==> src/rtl/rtc_update_engine.sv <==
module rtc_update_engine #(
  parameter int AW = 3,
  parameter int DW = 8
) (
  input  logic          clk,
  input  logic          rst_n,
  input  logic          tick,
  input  logic          wr_en,
  input  logic [AW-1:0] addr,
  input  logic [DW-1:0] wdata,
  output logic [DW-1:0] rdata,
  output logic          upd_end
);
  typedef logic [DW-1:0] byte_t;

  byte_t sec_q, min_q, hr_q, dow_q, date_q, mon_q, yr_q, ctl_q;
  logic  fall_done_q;

  wire set_b = ctl_q[7];
  wire bin_b = ctl_q[2];
  wire h24_b = ctl_q[1];
  wire dse_b = ctl_q[0];

  function automatic byte_t dec(input byte_t x, input logic bin);
    dec = bin ? x : byte_t'({4'd0, x[7:4]} * 8'd10 + {4'd0, x[3:0]});
  endfunction

  function automatic byte_t enc(input byte_t v, input logic bin);
    byte_t t, o;
    t = v / 8'd10;
    o = v % 8'd10;
    enc = bin ? v : {t[3:0], o[3:0]};
  endfunction

  byte_t s, m, h, h12, dw, dt, mo, y, mlen;
  byte_t ns, nm, nh, nh12, ndw, ndt, nmo, ny;
  logic  nfall, at_159, spring, fall;

  always_comb begin
    s   = dec(sec_q, bin_b);
    m   = dec(min_q, bin_b);
    dw  = dec(dow_q, bin_b);
    dt  = dec(date_q, bin_b);
    mo  = dec(mon_q, bin_b);
    y   = dec(yr_q, bin_b);
    h12 = dec({1'b0, hr_q[6:0]}, bin_b);
    if (h24_b) h = dec(hr_q, bin_b);
    else       h = ((h12 == 8'd12) ? 8'd0 : h12) + (hr_q[7] ? 8'd12 : 8'd0);

    case (mo)
      8'd2:                     mlen = (y[1:0] == 2'b00) ? 8'd29 : 8'd28;
      8'd4, 8'd6, 8'd9, 8'd11:  mlen = 8'd30;
      default:                  mlen = 8'd31;
    endcase

    at_159 = (h == 8'd1) && (m == 8'd59) && (s == 8'd59);
    spring = dse_b && at_159 && (mo == 8'd4)  && (dw == 8'd1) && (dt <= 8'd7);
    fall   = dse_b && at_159 && (mo == 8'd10) && (dw == 8'd1) && (dt >= 8'd25) && !fall_done_q;

    ns = s; nm = m; nh = h; ndw = dw; ndt = dt; nmo = mo; ny = y;
    nfall = fall_done_q;
    if (spring) begin
      nh = 8'd3; nm = 8'd0; ns = 8'd0;
    end else if (fall) begin
      nh = 8'd1; nm = 8'd0; ns = 8'd0; nfall = 1'b1;
    end else if (s < 8'd59) begin
      ns = s + 8'd1;
    end else begin
      ns = 8'd0;
      if (m < 8'd59) nm = m + 8'd1;
      else begin
        nm = 8'd0;
        if (h < 8'd23) nh = h + 8'd1;
        else begin
          nh    = 8'd0;
          nfall = 1'b0;
          ndw   = (dw >= 8'd7) ? 8'd1 : dw + 8'd1;
          if (dt >= mlen) begin
            ndt = 8'd1;
            if (mo >= 8'd12) begin
              nmo = 8'd1;
              ny  = (y >= 8'd99) ? 8'd0 : y + 8'd1;
            end else nmo = mo + 8'd1;
          end else ndt = dt + 8'd1;
        end
      end
    end
    nh12 = nh % 8'd12;
    if (nh12 == 8'd0) nh12 = 8'd12;
  end

  wire   advance = tick && !set_b && !wr_en;
  wire   set_rise = (wdata[7] && !set_b);
  byte_t hr_enc;
  assign hr_enc = h24_b ? enc(nh, bin_b) : {nh >= 8'd12, enc(nh12, bin_b)[6:0]};

  always_ff @(posedge clk or negedge rst_n) begin
    if (!rst_n) begin
      sec_q <= '0; min_q <= '0; hr_q <= '0; dow_q <= 8'd1;
      date_q <= 8'd1; mon_q <= 8'd1; yr_q <= '0; ctl_q <= 8'h06;
      fall_done_q <= 1'b0;
      upd_end <= 1'b0;
    end else begin
      upd_end <= advance;
      if (wr_en) begin
        case (addr)
          3'd0: sec_q  <= wdata;
          3'd1: min_q  <= wdata;
          3'd2: hr_q   <= wdata;
          3'd3: dow_q  <= wdata;
          3'd4: begin date_q <= wdata; fall_done_q <= 1'b0; end
          3'd5: mon_q  <= wdata;
          3'd6: yr_q   <= wdata;
          default: ctl_q <= set_rise ? (wdata & 8'hEF) : wdata;
        endcase
      end else if (advance) begin
        sec_q  <= enc(ns, bin_b);
        min_q  <= enc(nm, bin_b);
        hr_q   <= hr_enc;
        dow_q  <= enc(ndw, bin_b);
        date_q <= enc(ndt, bin_b);
        mon_q  <= enc(nmo, bin_b);
        yr_q   <= enc(ny, bin_b);
        fall_done_q <= nfall;
      end
    end
  end

  always_comb begin
    case (addr)
      3'd0: rdata = sec_q;
      3'd1: rdata = min_q;
      3'd2: rdata = hr_q;
      3'd3: rdata = dow_q;
      3'd4: rdata = date_q;
      3'd5: rdata = mon_q;
      3'd6: rdata = yr_q;
      default: rdata = ctl_q;
    endcase
  end
endmodule


==> config.mk <==
export PLATFORM = sky130hd
export DESIGN_NAME = rtc_update_engine
export DESIGN_NICKNAME = d
export VERILOG_FILES = /design/src/rtl/rtc_update_engine.sv
export SDC_FILE = /design/constraint.sdc
export NUM_CORES = 1
export LEC_CHECK = 0
export BUFFER_PORTS_ARGS = -buffer_cell sky130_fd_sc_hd__buf_2
export CAP_MARGIN = 20
export CORE_ASPECT_RATIO = 0.6
export CORE_UTILIZATION = 43
export CTS_CLUSTER_SIZE = 8
export DETAILED_ROUTE_END_ITERATION = 6
export PLACE_DENSITY_LB_ADDON = 0.12
export SYNTH_ARGS = -nofsm -noshare
export SYNTH_HDL_FRONTEND = slang
export SYNTH_SLANG_ARGS = --single-unit
==> constraint.sdc <==
create_clock -name clk -period 15.5 [get_ports clk]
set_input_delay 3.1 -clock clk [delete_from_list [all_inputs] [get_ports clk]]
set_output_delay 3.1 -clock clk [all_outputs]
set_load 0.02 [all_outputs]
### Word-level counts from Yosys, hierarchy flattened

Cells that the tools add are included.

* bits in registers: 66
* input port bits: 15
* output and inout port bits: 9
* logic and storage cells: 214

* add/sub/neg operators: 16
* $mul: 8
* divide/modulo/power cells: 17
* order comparisons: 10
* equal/unequal tests: 28
* multiplexer cells: 93
* bitwise operators: 1
* reductions and logical operators: 31

Operators with widths (number)
* two-way mux 8 bit: 79
* remainder unit 8 x 4 -> 8 bit, second input constant: 9
* adder 8 x 4 -> 8 bit: 8
* divider 8 x 4 -> 8 bit, second input constant: 8
* adder 8 x 1 -> 8 bit, second input constant: 7
* one-hot mux 8 bit (7 select lines): 1
* multiplier 4 x 3 -> 7 bit, second input constant: 7
* equality test 8 x 4 -> 1 bit, second input constant: 4
* equality test 8 x 1 -> 1 bit, second input constant: 2
* equality test 8 x 3 -> 1 bit, second input constant: 2
* equality test 8 x 6 -> 1 bit, second input constant: 2
* greater-or-equal comparator 8 x 4 -> 1 bit, second input constant: 2
* less-than comparator 8 x 6 -> 1 bit, second input constant: 2
* AND reduction 2 bit: 8
* inequality test 2 x 1 -> 1 bit, second input constant: 7
* logical AND 1 bit: 13
* equality test 3 bit, second input constant: 3
* two-way mux 1 bit: 9
* inequality test 3 bit, second input constant: 3
* adder 7 x 4 -> 8 bit: 1
* equality test 8 x 2 -> 1 bit, second input constant: 1
* greater-or-equal comparator 8 x 3 -> 1 bit, second input constant: 1
* greater-or-equal comparator 8 x 5 -> 1 bit, second input constant: 1
* greater-or-equal comparator 8 x 7 -> 1 bit, second input constant: 1
* other kinds (20): 23

### Depth between registers and ports, before layout

Gate-level depths: netlist of run 1.

* word-level depth: 25
* depth in mapped cells: 38
* gate-level depth less buffers: 30

### Least setup slack after synthesis of run 1

Ideal clock, no wire load.

* path kind: input to output
* start: input addr[2]
* end: output rdata[2]
* data arrival time: 4.835 ns
* data required time: 12.400 ns
* path slack: 7.565 ns
* cell stages on the path: 6
* path buffers: 3
* cells stage by stage: clkbuf_1 > clkbuf_1 > clkbuf_1 > mux4_2 > nor2_1 > a211oi_1

* word-level cells in the longest chain between the ends: 2
* elaborated cells on any way between the ends: 8
* classes of those cells: eq/ne (6); mux (1); reduce/logical (1)

RTL lines
* start: declaration: RTL line 9 `input logic [AW-1:0] addr,`
* equality test 3 bit, or another cell as far along: RTL line 130 `case (addr)`
* one-hot mux 8 bit (7 select lines) (*): RTL line 130
* end: declaration: RTL line 11 `output logic [DW-1:0] rdata,`

Mark *: on every way between the ends. The rest lies on a longest branch, timed or not.

### Worst setup path in the final report of run 1

* start: register ctl_q[2]
* end: register yr_q[3]

* word-level cells in the longest chain between the ends: 19
* elaborated cells on any way between the ends: 57
* classes of those cells: add/sub (2); div (1); order compare (8); eq/ne (11); mux (23); reduce/logical (12)

RTL lines
* start: declaration: RTL line 16 `byte_t sec_q, min_q, hr_q, dow_q, date_q, mon_q, yr_q, ctl_q;`
* start signal: assignment: RTL line 114 `default: ctl_q <= set_rise ? (wdata & 8'hEF) : wdata;`
* parallel branches: the longest is 16 deep, another holds adder 8 x 4 -> 8 bit
* two-way mux 8 bit (*): RTL line 32 `enc = bin ? v : {t[3:0], o[3:0]};`
* two-way mux 8 bit (*): RTL line 116 `end else if (advance) begin`
* two-way mux 8 bit (*): RTL line 105 `if (wr_en) begin`
* end signal: assignment: RTL line 113 `3'd6: yr_q <= wdata;`
* end signal: assignment: RTL line 123 `yr_q <= enc(ny, bin_b);`
* end: declaration: RTL line 16

Every way passes the cells marked *. The select of a mux whose other input is x is not followed.
A chain may end at the register's enable or synchronous reset.

==> results of run 1 <==
logic make-up after synthesis:
kind of cell,after synthesis,synth area share [%]
AND/OR/NAND/NOR,711,26.8
AO/OA/AOI/OAI,645,35.5
buffers and inverters,149,5.13
adder cells (fa/ha/maj),99,10.3
flip-flops,66,12.7
XOR/XNOR,60,4.20
multiplexers,58,5.33
final timing paths:
| check | to | startpoint | slack [ns] |
|---|---|---|---|
| min in group asynchronous | yr_q[5] | rst_n | 2.88 |
| worst min-delay path | ctl_q[4] | ctl_q[4] | 0.49 |
| max in group asynchronous | hr_q[3] | rst_n | 11.96 |
| worst max register to register | yr_q[3] | ctl_q[2] | 6.82 |
| worst max-delay path | yr_q[3] | ctl_q[2] | 6.82 |
| worst min register to register | ctl_q[4] | ctl_q[4] | 0.49 |
cell usage in the layout (no fill, tap or decap), types with 10 or more instances in the layout:
cell type and n:
a2111oi_0 11, a211o_1 16, a211oi_1 31, a21o_1 31
a21oi_1 123, a221oi_1 10, a31oi_1 44, and2_1 18
and3_1 19, buf_2 23, buf_4 23, dfrtp_1 61
fa_1 15, ha_1 79, inv_1 39, mux2_2 26
mux2i_1 24, nand2_1 192, nand2b_1 28, nand3_1 57
nand4_1 17, nor2_1 209, nor2b_1 11, nor3_1 60
nor3b_1 11, nor4_1 17, o211ai_1 24, o21a_1 16
o21ai_0 108, o21ai_1 25, o22ai_1 19, o31ai_1 15
or3_1 15, xnor2_1 38, xor2_1 20
worst max-delay path, delay by kind of cell (launching register included):
kind,cells,cell delay [ns]
AO/OA/AOI/OAI,9,1.87
XOR/XNOR,1,0.19
adder cells (fa/ha/maj),3,1.11
buffers and inverters,5,1.49
flip-flops,1,1.08
multiplexers,2,0.61
AND/OR/NAND/NOR,8,2.21
synthesized netlist by cell type (9+ instances only):
cell type / number / area share, %
nand4_1: 17 / 0.82
a211o_1: 16 / 1.1
nor4_1: 17 / 0.82
o21a_1: 16 / 0.92
a221oi_1: 10 / 0.67
dfrtp_1: 61 / 12
nor2b_1: 11 / 0.53
a22oi_1: 9 / 0.52
nor2_1: 209 / 6.0
a21oi_1: 123 / 4.7
o31ai_1: 16 / 0.92
inv_1: 39 / 1.1
nand2b_1: 28 / 1.3
a21o_1: 31 / 1.8
mux2i_1: 24 / 1.8
a2111oi_0: 11 / 0.74
nand3_1: 57 / 2.2
o21ai_1: 25 / 0.96
o22ai_1: 19 / 0.91
fa_1: 15 / 2.3
buf_2: 26 / 1.0
xor2_1: 20 / 1.3
mux2_2: 26 / 2.3
a211oi_1: 31 / 1.8
nand2_1: 192 / 5.5
o211ai_1: 24 / 1.4
or3_1: 15 / 0.72
a31oi_1: 45 / 2.2
o21ai_0: 108 / 4.2
and3_1: 19 / 0.91
o2111ai_1: 9 / 0.61
ha_1: 79 / 7.6
nor3b_1: 11 / 0.63
xnor2_1: 38 / 2.6
nor3_1: 60 / 2.3
clkbuf_1: 63 / 1.8
and2_1: 18 / 0.87
cell type report:
cell class	instances	area, µm²	area share (%)
Multi-Input combinational cell	1573	10700	78.6
Sequential cell	66	1660	12.2
Tap cell	400	500	3.68
Timing Repair Buffer	46	288	2.12
Clock buffer	11	243	1.78
Inverter	43	161	1.19
Clock inverter	5	55.1	0.405
state kept, by name, summed over array words and instances, names as in the netlist:
signal       flops
min_q            8
dow_q            8
ctl_q            8
date_q           8
fall_done_q      1
sec_q            8
upd_end          1
yr_q             8
hr_q             8
mon_q            8
routing by layer:
| layer | part of all wire, % | vias up | global-route usage (%) |
|---|---|---|---|
| met5 | 0.029 | - | 0 |
| met4 | 1.3 | 2 | 5.03 |
| met3 | 12 | 45 | 9.49 |
| met2 | 39 | 749 | 43.4 |
| met1 | 48 | 6912 | 49.5 |
| li1 | - | 6737 | - |
per-stage QoR:
step / hold slack (ns) / worst slack, ns / utilization [%] / cell area, µm² / cells
floorplan: 0.451 / 7.56 / - / 13000 / 1788
global placement: 0.473 / 6.96 / 45.5 / 13300 / 2126
detailed placement: 0.481 / 6.64 / 45.5 / 13300 / 2126
CTS: 0.495 / 6.60 / 46.5 / 13600 / 2142
global route: 0.526 / 6.17 / 46.5 / 13600 / 2144
finish: 0.493 / 6.82 / 46.5 / 13600 / 2144
==> results_dict.tcl, run 1 <==
set metrics [dict create \
    rr_worst_depth 28 \
    pin_count 24 \
    synth_warnings 0 \
    synth-seq-cells 66 \
    crit_type "flop to flop" \
    hold_buffers 0 \
    hp-class "flop to flop" \
    cp_max_fo 69 \
    cts_sinks 66 \
    grt_pass1_vias 12700 \
    place_congestion 0.934 \
    row_count 48 \
    worstPathArrival_ns 8.99 \
    dr.first_iter.drc_count 1761 \
    vias_per_cell 6.74 \
    critPathLaunchType "flop" \
    core_um2 29200 \
    grt_pass1_wl_um 76300 \
    synth-seq-area-share_pct 12.7 \
    dr.pass1.iters 7 \
    finalMaxSlewViolations 0 \
    synth_edf_count 0 \
    post_synth_num_cell_types 124 \
    syn_area_um2 13000 \
    die_w_um 227 \
    syn_area_per_cell_um2 7.28 \
    fin_crit_ns 8.68 \
    syn_to_final_growth_pct 4.58 \
    wire_per_inst_um 22.9 \
    fin_nets 1848 \
    cp_slowest_cell "dfstp_4" \
    die_area_um2 31000 \
    synth-main-ff-cell "dfrtp_1" \
    wl_um 49100 \
    synth_cells 1788 \
    dp_hpwl_um 36900 \
    post_cts_buffers 0 \
    antenna_found_initial 1 \
    drive_gt1_share_pct 10.4 \
    htreeDepth 3 \
    ant_nets 0 \
    min_path_cells 2 \
    cts.path.max_buffers 2 \
    port_buffers 23 \
    hold_viol_final 0 \
    cts_tree "done" \
    fin_skew_ns 0.00680 \
    violations "DRC" \
    slowest_delay_ns 1.08 \
    max_slew.worst_pin.slew_ns 1.08 \
    grtUsageTotal_pct 32.1 \
    antenna_cells 0 \
    grt_max_degree 70 \
    clk_latency_ns 0.36 \
    clk_pin_slew_ns 0.06 \
    status "complete, but fails checks" \
    post-route-drc-count 21 \
    cts_buffers 9 \
    cp.required_ns 15.81 \
    maxSlewHeadroom_pct 27.7 \
    clock.fmax_ghz 0.115 \
    drv_cap 0 \
    cts_root_buf "clkbuf_16" \
    rsz0062_at_grt "no" \
    period_share_pct 56.0 \
    tns_ns 0 \
    nFillCells 2923 \
    setup_viol 0 \
    vias 14400 \
    syn_nets 1897 \
    die_h_um 137 \
    crit_path_frequent_cell "buf_4" \
    async_flop_share_pct 100 \
    ctsResizeCount 0 \
    overflow 0 \
    initial_utilization_pct 44.5 \
    endpoint_kind "flop" \
]
Power of run 1 is not shown: default switching activity piles up to over one toggle a cycle in this logic, so the estimate is an artifact.
==> run 2, diff against run 1 <==
==> constraint.sdc (replaced) <==
create_clock -name clk -period 8.8 [get_ports clk]
set_input_delay 1.76 -clock clk [delete_from_list [all_inputs] [get_ports clk]]
set_output_delay 1.76 -clock clk [all_outputs]
set_load 0.02 [all_outputs]
==> results_dict.tcl, run 2 (synthesis results as in run 1) <==
set metrics [dict create \
    cts_buffers 9 \
    setup_viol 0 \
    pin_count 24 \
    post-place-ws_ns 1.05 \
    status "finished, final reports clean" \
    cts.path.max_buffers 2 \
    fin_skew_ns 0.0122 \
    dr.first_iter.drc_count 1848 \
    r2r_start "hr_q[4]" \
    setup_slack_ns 0.900 \
    drive_gt1_share_pct 10.7 \
    post_cts_buffers 0 \
    wire_per_inst_um 23.2 \
    mostFrequentLayoutCells "nor2_1, nand2_1, a21oi_1, o21ai_0, ha_1" \
    clk_latency_ns 0.36 \
    cts_tree "done" \
    grt_max_degree 67 \
    grtUsageTotal_pct 32.8 \
    wl_um 49900 \
    cts_root_buf "clkbuf_16" \
    hold_viol_final 0 \
    cp-startpoint "hr_q[4]" \
    die_h_um 137 \
    endpoint_kind "flop" \
    drv_cap 0 \
    row_count 48 \
    maxSlewHeadroom_pct 28.1 \
    worstPathArrival_ns 8.12 \
    path_buf_inv 1 \
    worst_hold_startpoint "ctl_q[4]" \
    max_slew.worst_pin.slew_ns 1.07 \
    cp_top_family "compound AO/OA/AOI/OAI gates" \
    htreeDepth 3 \
    nFillCells 2988 \
    crit_type "flop to flop" \
    tns_ns 0 \
    die_w_um 227 \
    overflow 0 \
    critPathLaunchType "flop" \
    fin_crit_ns 7.90 \
    rsz0062_at_grt "no" \
    clk_pin_slew_ns 0.07 \
    initial_utilization_pct 44.5 \
    vias_per_cell 6.75 \
    syn_to_final_growth_pct 4.91 \
    min_path_cells 2 \
    hp-class "flop to flop" \
    fin_nets 1853 \
    rr_worst_depth 26 \
    dp_hpwl_um 38200 \
    cp_slowest_cell "mux2i_1" \
    place_congestion 0.933 \
    finalMaxSlewViolations 0 \
    post-route-drc-count 0 \
    period_share_pct 89.8 \
    hold_buffers 0 \
    grt_pass1_vias 12700 \
    grt_pass1_wl_um 77600 \
    cp_max_fo 13 \
    vias 14500 \
    slowest_delay_ns 0.67 \
    antenna_cells 0 \
    fin_cells 2149 \
    final_common_cell "nor2_1" \
    die_area_um2 31000 \
    port_buffers 23 \
    cp_num_cells 26 \
    cts_sinks 66 \
    dp.cells 2130 \
    dr.pass1.iters 6 \
    clock.fmax_ghz 0.127 \
    ctsResizeCount 0 \
    antenna_found_initial 0 \
    core_um2 29200 \
    cp.required_ns 9.02 \
    ant_nets 0 \
]
==> run 2: worst paths after layout <==
path	slack [ns]	endpoint
max	0.90	dow_q[3]
min	0.50	ctl_q[4]
max reg2reg	0.90	dow_q[3]
min reg2reg	0.50	ctl_q[4]
max in group asynchronous	6.56	min_q[5]
min in group asynchronous	1.55	yr_q[2]
==> run 2: through the flow <==
stage / instance area (µm²) / util (%) / hold WS (ns)
2_1_floorplan: 13000 / - / 0.451
3_3_place_gp: 13300 / 45.6 / 0.467
3_5_place_dp: 13300 / 45.6 / 0.475
4_1_cts: 13600 / 46.6 / 0.490
5_1_grt: 13600 / 46.7 / 0.537
6_report: 13600 / 46.7 / 0.503
==> run 2: tightest hold or removal path, stage by stage (launching register included) <==
cell	delay, ns
dfrtp_1	0.35
nand2_1	0.05
o21ai_0	0.07
==> run 2: area by class of cell <==
| type | instances | area (µm²) | area share (%) |
|---|---|---|---|
| Multi-Input combinational cell | 1573 | 10700 | 78.4 |
| Sequential cell | 66 | 1660 | 12.2 |
| Tap cell | 400 | 500 | 3.67 |
| Timing Repair Buffer | 51 | 325 | 2.38 |
| Clock buffer | 10 | 239 | 1.75 |
| Inverter | 43 | 161 | 1.18 |
| Clock inverter | 6 | 65.1 | 0.477 |
==> run 2: per-layer routing <==
layer  GRT usage, %  vias to the layer above  wire length [µm]
met5              0                        -                 0
li1               -                     6724                 -
met3           7.88                       63              5470
met1           51.0                     6965             24200
met2           44.3                      744             19400
met4           6.61                        0               877
Power of run 2 is left out for the same reason.
==> run 3, diff against run 2 <==
--- a/config.mk
+++ b/config.mk
@@ -8,9 +8,12 @@
 export BUFFER_PORTS_ARGS = -buffer_cell sky130_fd_sc_hd__buf_2
 export CAP_MARGIN = 20
 export CORE_ASPECT_RATIO = 0.6
+export CORE_MARGIN = 2
 export CORE_UTILIZATION = 43
+export CTS_BUF_LIST = sky130_fd_sc_hd__clkbuf_4 sky130_fd_sc_hd__clkbuf_8
 export CTS_CLUSTER_SIZE = 8
 export DETAILED_ROUTE_END_ITERATION = 6
+export MAX_ROUTING_LAYER = met4
 export PLACE_DENSITY_LB_ADDON = 0.12
 export SYNTH_ARGS = -nofsm -noshare
 export SYNTH_HDL_FRONTEND = slang
==> results_dict.tcl, run 3 (synthesis results as in run 1) <==
set metrics [dict create \
    dp_hpwl_um 38300 \
    antenna_found_initial 1 \
    post-route-drc-count 0 \
    die_area_um2 31700 \
    fin_nets 1850 \
    rr_worst_depth 26 \
    dr.first_iter.drc_count 1921 \
    hp-class "flop to flop" \
    grt_pass1_vias 12800 \
    die_h_um 139 \
    ant_nets 0 \
    vias_per_cell 6.73 \
    hold_viol_final 0 \
    clk_pin_slew_ns 0.09 \
    dr.pass1.iters 6 \
    clk_latency_ns 0.39 \
    initial_utilization_pct 43.6 \
    regToRegSetupSlack_ns 0.61 \
    htreeDepth 3 \
    place_congestion 0.969 \
    crit_type "flop to flop" \
    core_um2 29900 \
    vias 14500 \
    wl_um 50300 \
    fin_crit_ns 8.19 \
    max_slew.worst_pin.slew_ns 1.10 \
    endpoint_kind "flop" \
    ctsResizeCount 0 \
    drive_gt1_share_pct 10.5 \
    row_count 49 \
    cp-startpoint "hr_q[4]" \
    grt_pass1_wl_um 78000 \
    grt_max_degree 67 \
    tns_ns 0 \
    mostFrequentLayoutCells "nor2_1, nand2_1, a21oi_1, o21ai_0, ha_1" \
    critPathLaunchType "flop" \
    syn_to_final_growth_pct 4.07 \
    status "finished, final reports clean" \
    rsz0062_at_grt "no" \
    r2r-end "dow_q[3]" \
    cts_tree "done" \
    endpoint "dow_q[3]" \
    drv_cap 0 \
    overflow 0 \
    grtUsageTotal_pct 31.9 \
    final_common_cell "nor2_1" \
    pin_count 24 \
    cts_sinks 66 \
    cts.path.max_buffers 2 \
    setup_viol 0 \
    cp_max_fo 13 \
    clock.fmax_ghz 0.122 \
    post_cts_buffers 0 \
    maxSlewHeadroom_pct 24.6 \
    die_w_um 229 \
    period_share_pct 93.1 \
    hold_buffers 0 \
    port_buffers 23 \
    fin_skew_ns 0.0108 \
    r2r_start "hr_q[4]" \
    finalMaxSlewViolations 0 \
    worstPathArrival_ns 8.46 \
    cts_root_buf "clkbuf_8" \
    wire_per_inst_um 23.3 \
    cts_buffers 9 \
    cp.required_ns 9.07 \
]
[run 3: final cells by class]
cell class	instances	area, µm²
inverters	43	161
fillers	3097	16300
clock buffers	9	124
multi-input cells	1573	10700
diodes	1	2.50
repair buffers	48	305
well taps	408	510
clock inverters	7	77.6
flip-flops and latches	66	1660
[run 3: how the worst min path moves through the flow]
stage	startpoint	endpoint	slack [ns]	cells past startpoint
3_3_place_gp	ctl_q[4]	ctl_q[4]	0.48	2
3_5_place_dp	ctl_q[4]	ctl_q[4]	0.47	2
6_report	ctl_q[4]	ctl_q[4]	0.49	2
4_1_cts	ctl_q[4]	ctl_q[4]	0.49	2
2_1_floorplan	ctl_q[4]	ctl_q[4]	0.45	2
5_1_grt	ctl_q[4]	ctl_q[4]	0.50	2
[run 3: per-stage QoR]
| step | utilization, % | area (µm²) | setup WS [ns] | std cells | hold WS [ns] |
|---|---|---|---|---|---|
| 2_1_floorplan | - | 13000 | 1.88 | 1788 | 0.451 |
| 3_3_place_gp | 44.6 | 13300 | 1.08 | 2137 | 0.476 |
| 3_5_place_dp | 44.6 | 13300 | 0.906 | 2137 | 0.474 |
| 4_1_cts | 45.3 | 13500 | 0.869 | 2153 | 0.494 |
| 5_1_grt | 45.3 | 13500 | 0.0714 | 2155 | 0.503 |
| 6_report | 45.3 | 13500 | 0.607 | 2155 | 0.494 |
[run 3: routing by layer]
metal | vias to the layer above | routed length (µm) | track usage [%]
met2 | 763 | 19000 | 41.4
met5 | - | 0 | -
li1 | 6728 | - | -
met3 | 71 | 5480 | 6.17
met4 | 0 | 1020 | 5.81
met1 | 6948 | 24800 | 49.8
[run 3: worst max-delay path, stage by stage (launching register included)]
cell and delay [ns]:
dfrtp_1 0.48, ha_1 0.27, fa_1 0.49, a21oi_1 0.36, nor3_1 0.10, o31ai_2 0.39
o2111ai_1 0.17, nor2_1 0.14, or2_2 0.15, inv_1 0.04, ha_1 0.26, a21oi_1 0.11
a2111oi_1 0.43, xor2_1 0.29, o21a_1 0.53, nand3_1 0.73, a211oi_1 0.68, a211oi_1 0.15
a31oi_1 0.25, mux2i_1 0.71, nand2_1 0.12, a21oi_1 0.26, xnor2_1 0.11, ha_1 0.23
nor2b_1 0.14, a2111oi_0 0.38, nor4_1 0.10
Power of run 3 is left out for the same reason.
